### src/rtl/i2c_slv_pkg.sv
package i2c_slv_pkg;

   localparam logic [7:0] ST_IDLE    = 8'hF8;
   localparam logic [7:0] ST_SW_ADR  = 8'h60;
   localparam logic [7:0] ST_SR_ACK  = 8'h80;
   localparam logic [7:0] ST_SR_NACK = 8'h88;
   localparam logic [7:0] ST_ST_ADR  = 8'hA8;
   localparam logic [7:0] ST_ST_ACK  = 8'hB8;
   localparam logic [7:0] ST_ST_NACK = 8'hC0;
   localparam logic [7:0] ST_ST_LAST = 8'hC8;

   typedef enum logic [2:0] {
      S_IDLE,
      S_ADDR,
      S_RX,
      S_ACKO,
      S_TX,
      S_ACKI,
      S_HOLD
   } seq_state_t;

endpackage

### src/rtl/i2c_slv_edge.sv
module i2c_slv_edge #(
   parameter int SYNC_STAGES = 0
) (
   input  logic clk,
   input  logic rst_n,
   input  logic scl_raw,
   input  logic sda_raw,
   output logic sda_s,
   output logic scl_s,
   output logic scl_rise,
   output logic scl_fall
);

   logic scl_d;

   generate
      if (SYNC_STAGES == 0) begin : g_direct
         assign scl_s = scl_raw;
         assign sda_s = sda_raw;
      end else begin : g_sync
         logic [SYNC_STAGES-1:0] scl_ff;
         logic [SYNC_STAGES-1:0] sda_ff;
         always_ff @(posedge clk or negedge rst_n) begin
            if (!rst_n) begin
               scl_ff <= '1;
               sda_ff <= '1;
            end else begin
               scl_ff[0] <= scl_raw;
               sda_ff[0] <= sda_raw;
               for (int i = 1; i < SYNC_STAGES; i++) begin
                  scl_ff[i] <= scl_ff[i-1];
                  sda_ff[i] <= sda_ff[i-1];
               end
            end
         end
         assign scl_s = scl_ff[SYNC_STAGES-1];
         assign sda_s = sda_ff[SYNC_STAGES-1];
      end
   endgenerate

   always_ff @(posedge clk or negedge rst_n) begin
      if (!rst_n) scl_d <= 1'b1;
      else        scl_d <= scl_s;
   end

   assign scl_rise = scl_s & ~scl_d;
   assign scl_fall = ~scl_s & scl_d;

endmodule

### src/rtl/i2c_slv_shift.sv
module i2c_slv_shift #(
   parameter int W = 8
) (
   input  logic         clk,
   input  logic         rst_n,
   input  logic         load,
   input  logic [W-1:0] ld_val,
   input  logic         shift,
   input  logic         bit_in,
   output logic [W-1:0] q
);

   always_ff @(posedge clk or negedge rst_n) begin
      if (!rst_n)     q <= '0;
      else if (load)  q <= ld_val;
      else if (shift) q <= {q[W-2:0], bit_in};
   end

endmodule

### src/rtl/i2c_slv_seq.sv
module i2c_slv_seq
   import i2c_slv_pkg::*;
#(
   parameter int BYTE_W      = 8,
   parameter int SYNC_STAGES = 0
) (
   input  logic              clk,
   input  logic              rst_n,
   input  logic              en,
   input  logic              aa,
   input  logic              flag_clr,
   input  logic [BYTE_W-1:0] own_addr,
   input  logic              host_wr,
   input  logic [BYTE_W-1:0] host_wdata,
   input  logic              scl_i,
   input  logic              sda_i,
   input  logic              start_det,
   input  logic              stop_det,
   output logic              scl_oe,
   output logic              sda_oe,
   output logic              irq,
   output logic [7:0]        status,
   output logic [BYTE_W-1:0] data_q
);

   localparam int ADDR_W = BYTE_W - 1;
   localparam int CNT_W  = $clog2(BYTE_W + 1);
   localparam logic [CNT_W-1:0] CNT_FULL = CNT_W'(BYTE_W);

   generate
      if (BYTE_W != 8) begin : g_bad_width
         $error("i2c_slv_seq: BYTE_W must be 8");
      end
      if (SYNC_STAGES < 0) begin : g_bad_sync
         $error("i2c_slv_seq: SYNC_STAGES must not be negative");
      end
   endgenerate

   seq_state_t        st;
   logic [CNT_W-1:0]  cnt;
   logic [7:0]        stat_q;
   logic [7:0]        pend_q;
   logic              irq_q, scl_q, sda_q, ack_drv_q, ack_in_q, last_q;
   logic [BYTE_W-1:0] dat_q;
   logic [BYTE_W-1:0] sh_q;
   logic              sda_s, scl_s, rise, fall;
   logic              go, sh_load, sh_shift, sh_bit, rx_done;
   logic              unused_own_lsb;

   assign unused_own_lsb = own_addr[0];

   i2c_slv_edge #(.SYNC_STAGES(SYNC_STAGES)) u_edge (
      .clk(clk), .rst_n(rst_n), .scl_raw(scl_i), .sda_raw(sda_i),
      .sda_s(sda_s), .scl_s(scl_s), .scl_rise(rise), .scl_fall(fall)
   );

   i2c_slv_shift #(.W(BYTE_W)) u_shift (
      .clk(clk), .rst_n(rst_n), .load(sh_load), .ld_val(dat_q),
      .shift(sh_shift), .bit_in(sh_bit), .q(sh_q)
   );

   always_comb begin
      go       = en && !stop_det && !(start_det && st != S_HOLD);
      sh_load  = go && st == S_HOLD && flag_clr &&
                 (stat_q == ST_ST_ADR || stat_q == ST_ST_ACK);
      sh_shift = 1'b0;
      sh_bit   = 1'b1;
      if (go && (st == S_ADDR || st == S_RX) && rise && cnt != CNT_FULL) begin
         sh_shift = 1'b1;
         sh_bit   = sda_s;
      end else if (go && st == S_TX && fall && cnt != CNT_FULL) begin
         sh_shift = 1'b1;
      end
      rx_done = go && st == S_RX && fall && cnt == CNT_FULL;
   end

   always_ff @(posedge clk or negedge rst_n) begin
      if (!rst_n)        dat_q <= '0;
      else if (rx_done)  dat_q <= sh_q;
      else if (host_wr)  dat_q <= host_wdata;
   end

   always_ff @(posedge clk or negedge rst_n) begin
      if (!rst_n) begin
         st        <= S_IDLE;
         cnt       <= '0;
         stat_q    <= ST_IDLE;
         pend_q    <= ST_IDLE;
         irq_q     <= 1'b0;
         scl_q     <= 1'b0;
         sda_q     <= 1'b0;
         ack_drv_q <= 1'b0;
         ack_in_q  <= 1'b0;
         last_q    <= 1'b0;
      end else if (!en || stop_det) begin
         st     <= S_IDLE;
         stat_q <= ST_IDLE;
         irq_q  <= 1'b0;
         scl_q  <= 1'b0;
         sda_q  <= 1'b0;
      end else if (start_det && st != S_HOLD) begin
         st    <= S_ADDR;
         cnt   <= '0;
         sda_q <= 1'b0;
      end else begin
         unique case (st)
            S_IDLE: ;
            S_ADDR, S_RX: begin
               if (rise && cnt != CNT_FULL) cnt <= cnt + 1'b1;
               if (fall && cnt == CNT_FULL) begin
                  cnt <= '0;
                  if (st == S_ADDR) begin
                     if (sh_q[BYTE_W-1:1] == own_addr[BYTE_W-1:BYTE_W-ADDR_W] && aa) begin
                        st        <= S_ACKO;
                        ack_drv_q <= 1'b1;
                        sda_q     <= 1'b1;
                        pend_q    <= sh_q[0] ? ST_ST_ADR : ST_SW_ADR;
                     end else begin
                        st <= S_IDLE;
                     end
                  end else begin
                     st        <= S_ACKO;
                     ack_drv_q <= aa;
                     sda_q     <= aa;
                     pend_q    <= aa ? ST_SR_ACK : ST_SR_NACK;
                  end
               end
            end
            S_ACKO: begin
               if (fall) begin
                  st     <= S_HOLD;
                  sda_q  <= 1'b0;
                  stat_q <= pend_q;
                  irq_q  <= 1'b1;
                  scl_q  <= 1'b1;
               end else begin
                  sda_q <= ack_drv_q;
               end
            end
            S_TX: begin
               if (rise && cnt != CNT_FULL) cnt <= cnt + 1'b1;
               if (fall) begin
                  if (cnt == CNT_FULL) begin
                     st    <= S_ACKI;
                     sda_q <= 1'b0;
                  end else begin
                     sda_q <= ~sh_q[BYTE_W-2];
                  end
               end
            end
            S_ACKI: begin
               if (rise) ack_in_q <= ~sda_s;
               if (fall) begin
                  st     <= S_HOLD;
                  irq_q  <= 1'b1;
                  scl_q  <= 1'b1;
                  stat_q <= !ack_in_q ? ST_ST_NACK : (last_q ? ST_ST_LAST : ST_ST_ACK);
               end
            end
            S_HOLD: begin
               if (flag_clr) begin
                  irq_q <= 1'b0;
                  scl_q <= 1'b0;
                  cnt   <= '0;
                  if (stat_q == ST_SW_ADR || stat_q == ST_SR_ACK) begin
                     st <= S_RX;
                  end else if (stat_q == ST_ST_ADR || stat_q == ST_ST_ACK) begin
                     st     <= S_TX;
                     sda_q  <= ~dat_q[BYTE_W-1];
                     last_q <= ~aa;
                  end else begin
                     st     <= S_IDLE;
                     stat_q <= ST_IDLE;
                  end
               end
            end
            default: st <= S_IDLE;
         endcase
      end
   end

   assign scl_oe = scl_q;
   assign sda_oe = sda_q;
   assign irq    = irq_q;
   assign status = stat_q;
   assign data_q = dat_q;

endmodule

### config.mk
export PLATFORM = sky130hd
export DESIGN_NAME = i2c_slv_seq
export DESIGN_NICKNAME = d
export VERILOG_FILES = /design/src/rtl/i2c_slv_pkg.sv /design/src/rtl/i2c_slv_edge.sv /design/src/rtl/i2c_slv_shift.sv /design/src/rtl/i2c_slv_seq.sv
export SDC_FILE = /design/constraint.sdc
export NUM_CORES = 1
export LEC_CHECK = 0
export BUFFER_PORTS_ARGS = -buffer_cell sky130_fd_sc_hd__buf_2
export CAP_MARGIN = 10
export CORE_ASPECT_RATIO = 0.6
export CORE_MARGIN = 2
export CORE_UTILIZATION = 35
export CTS_CLUSTER_DIAMETER = 200
export DETAILED_ROUTE_END_ITERATION = 10
export GPL_TIMING_DRIVEN = 0
export SKIP_CTS_REPAIR_TIMING = 1
export SLEW_MARGIN = 20
export SYNTH_ARGS = -nofsm -noshare
export SYNTH_HDL_FRONTEND = slang
export SYNTH_SLANG_ARGS = --single-unit
### constraint.sdc
create_clock -name clk -period 2.1 [get_ports clk]
set_input_delay 0.21 -clock clk [delete_from_list [all_inputs] [get_ports clk]]
set_output_delay 0.21 -clock clk [all_outputs]
set_load 0.02 [all_outputs]
==> results.ini, run 1 <==
[worst_setup_path]
crit_family = compound AO/OA/AOI/OAI gates
required_ns = 2.25
worstPathCellList = buf_4 > or3b_1 > o32ai_1 > a31oi_2 > buf_4 > nand2_1 > o21ai_0
reg2reg_depth = 7
critPathLaunchType = register
crit_top_cell = buf_4
worstPathMaxFanout = 10
r2r_end = u_shift.q[2]$_DFFE_PN0P_
path_buf_inv = 2
worst_r2r_startpoint = st[0]$_DFFE_PN0P_
rrSetupSlack_ns = 0.12
slowest_stage = dfrtp_1
end_kind = register
critPathKind = register to register
slowest_delay_ns = 0.46
arrival_ns = 2.13

[clock_network]
numCtsBuffers = 5
h-tree-depth = 2
clock_tree.root_cell = clkbuf_16
clock_sinks = 39
clock_path_buffers = 2
clkLatencyLatePin_ns = 0.29
clk_pin_slew_ns = 0.06
cts_tree = built

[pwr]
p_sw_mw = 0.539
power_mw = 1.93
combPwrFrac_pct = 14.4
sequentialPowerShare_pct = 43.9
power.internal_mw = 1.39
swShare_pct = 27.9
ir_worst_vdd_mv = 0.432
pwr_density_cell_nw_per_um2 = 637
cellLeakagePower_nw = 1.45
clockPowerShare_pct = 41.7

[floorplanning]
initial_core_util_pct = 37.0
die_area_sq_um = 7920
die_x_um = 114
pin_count = 45
rows = 23
die_h_um = 69.7
core_sq_um = 6820

[cells_and_area]
n_antenna_cell = 0
syn_to_final_growth_pct = 20.1
drive_gt1_share_pct = 31.3
n_fill_cell = 667
num-nets-final = 340
final_area_sq_um = 3030

[sta]
setup_ws_ns = 0.122
rsz0062_at_grt = yes
max_slew_margin_pct = 42.7
setup_viol = 0
clock.fmax_ghz = 0.505
hold_viol_final = 0
worst_pin_slew_ns = 0.860
slew_violations = 0
min_period_ns = 1.98
fin_crit_sh_pct = 94.2
fin_skew_ns = 0.00767

[outcome]
outcome = complete, no violations

[yosys]
synth_xor_area_share_pct = 3.82
synth_top_family_by_area = simple AND/OR/NAND/NOR gates
async_reset_ff_share_pct = 100
seq_area_frac_synth_pct = 39.3
ys_types = 62
syn_area_per_cell_sq_um = 9.59
yosysTopAreaCell = dfrtp_1
ys_seq_elements = 39
synth_ff_type = dfrtp_1
synth_area_leaders = dfrtp_1 28%, dfstp_2 11%, mux2i_1 7.9%, a21oi_1 4.8%, nor2_1 3.4%
synth_edf_count = 0
synth_compound_area_share_pct = 19.9
synth_most_common_cell = dfrtp_1
synth.top_cell.area_share_pct = 27.8
yosys_warnings = 0
synthMuxAreaShare_pct = 9.88
synthSimpleGateAreaFrac_pct = 20.0
synthAdderAreaFrac_pct = 0.993
synth_area_sq_um = 2520
syn-instance-count = 263
synthTopCellsByCount = 28 x dfrtp_1, 24 x a21oi_1, 23 x nor2_1

[placed_design]
dp_slack_ns = -0.0276
placed_area_sq_um = 2830
routabilityCongestion = 0.843
dp_hpwl_mm = 4.99
port-buffer-count = 39

[grt]
grt_overflow_total = 0
grt_max_degree = 40
antenna_found_initial = 0
grt_pass1_vias = 2087
grt_usage_pct = 17.8
grt_pass1_wl_mm = 11.1

[drt]
dr_total_vias = 2133
via_per_inst = 5.33
drt_iter0_drc = 157
ant_nets = 0
drtPass1Iterations = 4
drc = 0
post_drt_wl_per_cell_um = 16.5
finalWirelength_mm = 6.59

[min_path]
hold_path.class = input pin to asynchronous set/reset pin

[run]
cap_viol_max_count = 0

[metal layers]
metal  up-vias  track usage [%]  wire, um
met3         6             4.72       364
met4         0             3.66        62
met2        51             23.6      2630
li1       1043                -         -
met1      1033             28.2      3530
met5         -                0         0
[registers in the layout (all words and copies together) (netlist names)]
signal and count:
cnt 4, ack_drv_q 1, sda_oe 1, ack_in_q 1, data_q 8, scl_oe 1
last_q 1, status 5, st 3, u_shift.q 8, u_edge.scl_d 1, pend_q 5
[cells by family (layout without fill, tap and decap cells)]
| group | count (synthesis) | count (layout) |
|---|---|---|
| muxes | 24 | 24 |
| and+or+nand+nor | 84 | 84 |
| adders and majority gates | 2 | 2 |
| DFF | 39 | 39 |
| buffers and inverters | 29 | 77 |
| xor gates and xnor gates | 11 | 11 |
| AOI/OAI and AO/OA | 73 | 73 |
| other | 1 | 3 |
[placed cells by master, fill, tap and decap left out, types with 3 or more instances in the layout]
master,count
o32ai_1,3
nand2_1,14
conb_1,3
a21oi_2,3
dfstp_2,11
inv_1,12
or3_1,3
mux2i_1,20
clkbuf_16,5
dfrtp_1,28
a21o_1,3
o21ai_0,9
nand3_1,5
buf_2,43
xnor2_1,8
a211oi_1,3
nor2_1,23
o31ai_1,3
o21ai_1,7
buf_4,11
nor3_1,4
nand3b_1,3
a21oi_1,24
nand2b_1,7
[stage by stage]
stage | util, % | std cells | setup TNS [ns] | hold WS (ns)
5_1_grt | 44.4 | 400 | -0.00982 | 0.0546
6_report | 44.4 | 400 | 0 | 0.0360
4_1_cts | 43.8 | 399 | -0.0504 | 0.0521
3_3_place_gp | 41.5 | 391 | 0 | 0.355
3_5_place_dp | 41.5 | 391 | -0.171 | 0.358
2_1_floorplan | - | 265 | 0 | -0.0856
[power by group through the flow]
stage | Clock (mW) | Sequential, mW | Combinational, mW
finish | 0.805 | 0.847 | 0.277
global route | 0.863 | 0.855 | 0.308
CTS | 0.811 | 0.846 | 0.277
detailed placement | 0 | 0.859 | 0.275
global placement | 0 | 0.857 | 0.269
floorplan | 0 | 0.872 | 0.150
[how the worst max path moves through the flow]
stage | end | cells past startpoint | start
floorplan | sda_oe$_DFFE_PN0P_ | 7 | cnt[0]$_DFFE_PN0P_
global placement | u_shift.q[1]$_DFFE_PN0P_ | 6 | st[0]$_DFFE_PN0P_
detailed placement | u_shift.q[1]$_DFFE_PN0P_ | 6 | st[0]$_DFFE_PN0P_
CTS | u_shift.q[1]$_DFFE_PN0P_ | 6 | st[0]$_DFFE_PN0P_
global route | u_shift.q[2]$_DFFE_PN0P_ | 7 | st[0]$_DFFE_PN0P_
finish | u_shift.q[2]$_DFFE_PN0P_ | 7 | st[0]$_DFFE_PN0P_
[area by class of cell]
type / count / area [sq um] / area share, %
clock inverter: 2 / 16.3 / 0.537
buffer: 16 / 106 / 3.51
inverter: 13 / 48.8 / 1.61
tap: 87 / 109 / 3.60
multi-input combinational: 197 / 1420 / 46.8
sequential: 39 / 990 / 32.7
clock buffer: 6 / 139 / 4.59
timing repair buffer: 40 / 203 / 6.69
Note: power is estimated with default switching activity, not from simulation.
==> run 2, diff against run 1 <==
Settings changed: CAP_MARGIN 10 to default, MAX_ROUTING_LAYER from default to met4, PLACE_DENSITY from default to 0.59.
==> run 2 against run 1 <==
Via count grew 0.84%; critical path type unchanged; combinational power hardly changed; largest power group unchanged; critical path depth stayed put; highest routed layer unchanged.
==> results.ini, run 2 (synthesis results as in run 1) <==
[pwr]
power_mw = 1.92  ; was 1.93 mW
ir_worst_vdd_mv = 0.431  ; was 0.432 mV
sequentialPowerShare_pct = 44.1  ; was 43.9%
pwr_density_cell_nw_per_um2 = 636  ; was 637 nW/um^2
cellLeakagePower_nw = 1.45  ; about the same
power.internal_mw = 1.39  ; about the same
p_sw_mw = 0.528  ; was 0.539 mW
clockPowerShare_pct = 41.5  ; was 41.7%
combPwrFrac_pct = 14.4  ; about the same
swShare_pct = 27.5  ; was 27.9%

[cells_and_area]
syn_to_final_growth_pct = 19.6  ; was 20.1%
final_common_cell = buf_2  ; unchanged
final_cell_mix = 44 x buf_2, 28 x dfrtp_1, 24 x a21oi_1  ; was 43 x buf_2, 28 x dfrtp_1, 24 x a21oi_1
stdcell_count = 400  ; unchanged
num-nets-final = 340  ; unchanged
final_area_sq_um = 3010  ; was 3030 sq um
n_fill_cell = 672  ; was 667
n_antenna_cell = 0  ; unchanged
drive_gt1_share_pct = 30.7  ; was 31.3%

[sta]
setup_viol = 0  ; unchanged
slew_violations = 0  ; unchanged
min_period_ns = 2.01  ; was 1.98 ns
clock.fmax_ghz = 0.499  ; was 0.505 GHz
rsz0062_at_grt = no  ; was yes
max_slew_margin_pct = 41.9  ; was 42.7%
fin_skew_ns = 0.00574  ; was 0.00767 ns
worst_pin_slew_ns = 0.871  ; was 0.860 ns
whs_ns = 0.0392  ; was 0.0360 ns
fin_crit_sh_pct = 95.5  ; was 94.2%
hold_viol_final = 0  ; unchanged

[grt]
use_met2_pct = 21.6  ; was 23.6%
grtUsageMet3_pct = 3.85  ; was 4.72%
antenna_found_initial = 0  ; unchanged
grt_pass1_wl_mm = 10.6  ; was 11.1 mm
grt.busiest_layer = met1  ; unchanged
grt_max_degree = 40  ; unchanged
grt_usage_pct = 17.1  ; was 17.8%
grt_overflow_total = 0  ; unchanged
grt_pass1_vias = 1978  ; was 2,087
met1_usage_pct = 27.8  ; was 28.2%

[worst_setup_path]
critPathKind = register to register  ; unchanged
required_ns = 2.26  ; was 2.25 ns
arrival_ns = 2.16  ; was 2.13 ns
worstPathCellList = buf_4 > buf_4 > nand3b_4 > o32ai_1 > o21ai_0 > a21oi_1 > o2bb2a_1  ; was buf_4 > or3b_1 > o32ai_1 > a31oi_2 > buf_4 > nand2_1 > o21ai_0
slowest_delay_ns = 0.46  ; about the same
slowest_stage = dfrtp_1  ; unchanged
worstPathMaxFanout = 10  ; unchanged
crit_top_cell = buf_4  ; unchanged
critPathLaunchType = register  ; unchanged
end_kind = register  ; unchanged

[run]
cap_viol_max_count = 0  ; unchanged

[drt]
via_per_inst = 5.38  ; was 5.33
drc = 0  ; unchanged
post_drt_wl_per_cell_um = 16.2  ; was 16.5 um
ant_nets = 0  ; unchanged
dr_total_vias = 2151  ; was 2,133
finalWirelength_mm = 6.50  ; was 6.59 mm
drt_iter0_drc = 190  ; was 157
drtPass1Iterations = 4  ; unchanged

[floorplanning]
core_sq_um = 6820  ; unchanged
die_x_um = 114  ; unchanged
rows = 23  ; unchanged
initial_core_util_pct = 37.0  ; unchanged
die_area_sq_um = 7920  ; unchanged
die_h_um = 69.7  ; unchanged
pin_count = 45  ; unchanged

[clock_network]
clock_path_buffers = 2  ; unchanged
clock_sinks = 39  ; unchanged
cts_tree = built  ; unchanged
clock_tree.root_cell = clkbuf_16  ; unchanged
h-tree-depth = 2  ; unchanged
clkLatencyLatePin_ns = 0.28  ; was 0.29 ns
clk_pin_slew_ns = 0.06  ; about the same
numCtsBuffers = 5  ; unchanged

[placed_design]
dp_hpwl_mm = 4.87  ; was 4.99 mm
place_inst = 391  ; unchanged
placed_area_sq_um = 2830  ; unchanged
port-buffer-count = 39  ; unchanged
routabilityCongestion = 0.856  ; was 0.843

[outcome]
outcome = complete, no violations  ; unchanged

[min_path]
hold_path.class = input pin to asynchronous set/reset pin  ; unchanged

==> run 2: critical path, delay by kind of cell (launching register included) <==
family | cells | cell delay [ns]
AOI/OAI and AO/OA | 4 | 0.89
DFF | 1 | 0.46
buffers and inverters | 2 | 0.39
and+or+nand+nor | 1 | 0.15
==> run 2: layout make-up <==
type / count / area (sq um) / share of cell area (%)
multi-input combinational: 197 / 1410 / 46.7
sequential: 39 / 990 / 32.8
timing repair buffer: 40 / 203 / 6.72
clock buffer: 6 / 139 / 4.61
tap: 87 / 109 / 3.61
buffer: 16 / 104 / 3.45
inverter: 13 / 48.8 / 1.62
clock inverter: 2 / 13.8 / 0.457
==> run 2: final timing paths <==
kind	from	endpoint	slack, ns	cells after the start
setup / recovery	st[0]$_DFFE_PN0P_	st[1]$_DFFE_PN0P_	0.09	7
hold / removal	rst_n	data_q[2]$_DFFE_PN0P_	0.04	1
hold reg to reg	pend_q[4]$_DFFE_PN1P_	pend_q[4]$_DFFE_PN1P_	0.50	1
min in group clk	scl_i	u_edge.scl_d$_DFF_PN1_	0.06	1
setup reg to reg	st[0]$_DFFE_PN0P_	st[1]$_DFFE_PN0P_	0.09	7
max in group asynchronous	rst_n	scl_oe$_DFFE_PN0P_	1.50	1
==> run 2: per-stage QoR <==
stage / TNS (ns) / utilization [%] / setup WS [ns]
after floorplan: 0 / - / 0.339
after global placement: 0 / 41.5 / 0.0285
after detailed placement: 0 / 41.5 / 0.0144
after CTS: -0.0357 / 43.8 / -0.0108
after global routing: 0 / 44.2 / 0.00865
final: 0 / 44.2 / 0.0943
==> run 2: power groups by stage <==
stage	Clock [mW]	Combinational [mW]	Sequential, mW
floorplan	0	0.150	0.872
global placement	0	0.268	0.858
detailed placement	0	0.273	0.859
CTS	0.805	0.273	0.846
global route	0.847	0.304	0.855
finish	0.795	0.276	0.847
==> run 2: per-layer routing <==
metal / wire (um) / part of all wire [%]
met5: 0 / 0
met4: 25 / 0.38
met3: 486 / 7.5
met2: 2530 / 39
met1: 3450 / 53
==> run 3, diff against run 2 <==
Settings changed: CORE_ASPECT_RATIO 0.6 to default.
==> run 3 against run 2 <==
Sequential share of layout area is 0.068 points higher; global-route usage is 0.64 points lower; worst setup slack better by 0.049 ns; non-clock buffer count stayed put; core utilization is 0.40 points lower; cell count is 2.3% higher; wire length is 6.2% lower; combinational power is 2% lower; clock skew is 0.0041 ns higher; via count is 1.3% lower; maximum frequency is 2.5% higher; hold slack worse by 0.0066 ns; critical endpoint is now u_shift.q[2]$_DFFE_PN0P_; largest power group unchanged.
==> results.ini, run 3 (synthesis results as in run 1) <==
[worst_setup_path]
worstPathMaxFanout = 10  ; unchanged
critPathKind = register to register  ; unchanged
required_ns = 2.27  ; was 2.26 ns
slowest_delay_ns = 0.44  ; was 0.46 ns
crit_family = compound AO/OA/AOI/OAI gates  ; unchanged
crit_top_cell = buf_4  ; unchanged
worst_r2r_startpoint = st[0]$_DFFE_PN0P_  ; unchanged
r2r_end = u_shift.q[2]$_DFFE_PN0P_  ; was st[1]$_DFFE_PN0P_
slowest_stage = dfrtp_1  ; unchanged
path_buf_inv = 2  ; unchanged
reg2reg_depth = 7  ; unchanged
worstPathCellList = buf_4 > or3b_1 > o32ai_1 > a31oi_2 > buf_4 > nand2_1 > o21ai_0  ; was buf_4 > buf_4 > nand3b_4 > o32ai_1 > o21ai_0 > a21oi_1 > o2bb2a_1
critPathLaunchType = register  ; unchanged
end_kind = register  ; unchanged
arrival_ns = 2.13  ; was 2.16 ns
crit_cells = 7  ; unchanged
rrSetupSlack_ns = 0.14  ; was 0.09 ns

[drt]
drc = 0  ; unchanged
ant_nets = 0  ; unchanged
drtPass1Iterations = 4  ; unchanged
finalWirelength_mm = 6.09  ; was 6.50 mm
drt_iter0_drc = 153  ; was 190
post_drt_wl_per_cell_um = 14.9  ; was 16.2 um
dr_total_vias = 2123  ; was 2,151
via_per_inst = 5.19  ; was 5.38

[clock_network]
clock_tree.root_cell = clkbuf_8  ; was clkbuf_16
numCtsBuffers = 5  ; unchanged
clock_sinks = 39  ; unchanged
clkLatencyLatePin_ns = 0.30  ; was 0.28 ns
cts_tree = built  ; unchanged
clk_pin_slew_ns = 0.09  ; was 0.06 ns
h-tree-depth = 2  ; unchanged
clock_path_buffers = 2  ; unchanged

[sta]
whs_ns = 0.0325  ; was 0.0392 ns
setup_ws_ns = 0.143  ; was 0.0943 ns
hold_viol_final = 0  ; unchanged
setup_viol = 0  ; unchanged
slew_violations = 0  ; unchanged
rsz0062_at_grt = no  ; unchanged
clock.fmax_ghz = 0.511  ; was 0.499 GHz
fin_crit_sh_pct = 93.2  ; was 95.5%
max_slew_margin_pct = 40.1  ; was 41.9%
fin_skew_ns = 0.00983  ; was 0.00574 ns
worst_pin_slew_ns = 0.898  ; was 0.871 ns
min_period_ns = 1.96  ; was 2.01 ns
tns_ns = 0  ; unchanged

[placed_design]
dp_hpwl_mm = 4.48  ; was 4.87 mm
routabilityCongestion = 0.830  ; was 0.856
dp_slack_ns = 0.0742  ; was 0.0144 ns
port-buffer-count = 39  ; unchanged
placed_area_sq_um = 2840  ; was 2830 sq um

[cells_and_area]
num-nets-final = 340  ; unchanged
fin_util_pct = 43.8  ; was 44.2%
syn_to_final_growth_pct = 19.3  ; was 19.6%
drive_gt1_share_pct = 30.4  ; was 30.7%
final_cell_mix = 44 x buf_2, 28 x dfrtp_1, 24 x a21oi_1  ; unchanged
n_antenna_cell = 0  ; unchanged
final_common_cell = buf_2  ; unchanged
final_area_sq_um = 3010  ; about the same

[pwr]
pwr_density_cell_nw_per_um2 = 620  ; was 636 nW/um^2
ir_worst_vdd_mv = 0.391  ; was 0.431 mV
cellLeakagePower_nw = 1.44  ; was 1.45 nW

[floorplanning]
die_h_um = 88.9  ; was 69.7 um
pin_count = 45  ; unchanged
initial_core_util_pct = 36.7  ; was 37.0%
die_x_um = 88.9  ; was 114 um
die_area_sq_um = 7900  ; was 7920 sq um
core_sq_um = 6870  ; was 6820 sq um
rows = 30  ; was 23

[grt]
grt_usage_pct = 16.5  ; was 17.1%
grt_overflow_total = 0  ; unchanged
grt_max_degree = 40  ; unchanged
antenna_found_initial = 0  ; unchanged
grt_pass1_vias = 2035  ; was 1,978
grt_pass1_wl_mm = 9.87  ; was 10.6 mm

[run]
cap_viol_max_count = 0  ; unchanged

[outcome]
outcome = complete, no violations  ; unchanged

[min_path]
hold_path.class = input pin to asynchronous set/reset pin  ; unchanged

==> run 3: worst reg2reg max path, delay by kind of cell, from the launching register on <==
family,cells,cell delay [ns]
and+or+nand+nor,2,0.47
buffers and inverters,2,0.44
AOI/OAI and AO/OA,3,0.48
DFF,1,0.44
==> run 3: how the worst max path moves through the flow <==
stage,from,end,slack [ns]
6_report,st[0]$_DFFE_PN0P_,u_shift.q[2]$_DFFE_PN0P_,0.14
5_1_grt,cnt[0]$_DFFE_PN0P_,pend_q[3]$_DFFE_PN1P_,0.02
3_5_place_dp,st[0]$_DFFE_PN0P_,u_shift.q[2]$_DFFE_PN0P_,0.07
3_3_place_gp,st[0]$_DFFE_PN0P_,u_shift.q[4]$_DFFE_PN0P_,0.05
4_1_cts,st[0]$_DFFE_PN0P_,u_shift.q[1]$_DFFE_PN0P_,0.04
2_1_floorplan,cnt[0]$_DFFE_PN0P_,sda_oe$_DFFE_PN0P_,0.34
==> run 3: routing by layer <==
metal | wire length [um] | up-vias | GRT usage [%]
met3 | 232 | 7 | 2.89
met4 | 58 | 0 | 4.27
met2 | 2810 | 60 | 25.0
li1 | - | 1041 | -
met1 | 2990 | 1015 | 22.7
met5 | 0 | - | -
==> run 3: report_power, final <==
part	switching [mW]	total [mW]	internal (mW)
Sequential	0.0418	0.840	0.798
Combinational	0.155	0.270	0.114
Clock	0.279	0.754	0.475
==> run 3: stage by stage <==
step	total power [mW]	std cells
floorplan	1.02	265
global placement	1.12	400
detailed placement	1.12	400
CTS	1.88	408
global route	1.95	409
finish	1.86	409
==> run 3: cell type report <==
cell class	instances	area [sq um]
multi-input combinational	197	1410
clock buffer	6	72.6
tap	96	120
fill	696	3860
timing repair buffer	40	203
inverter	13	48.8
sequential	39	990
clock inverter	2	60.1
buffer	16	104
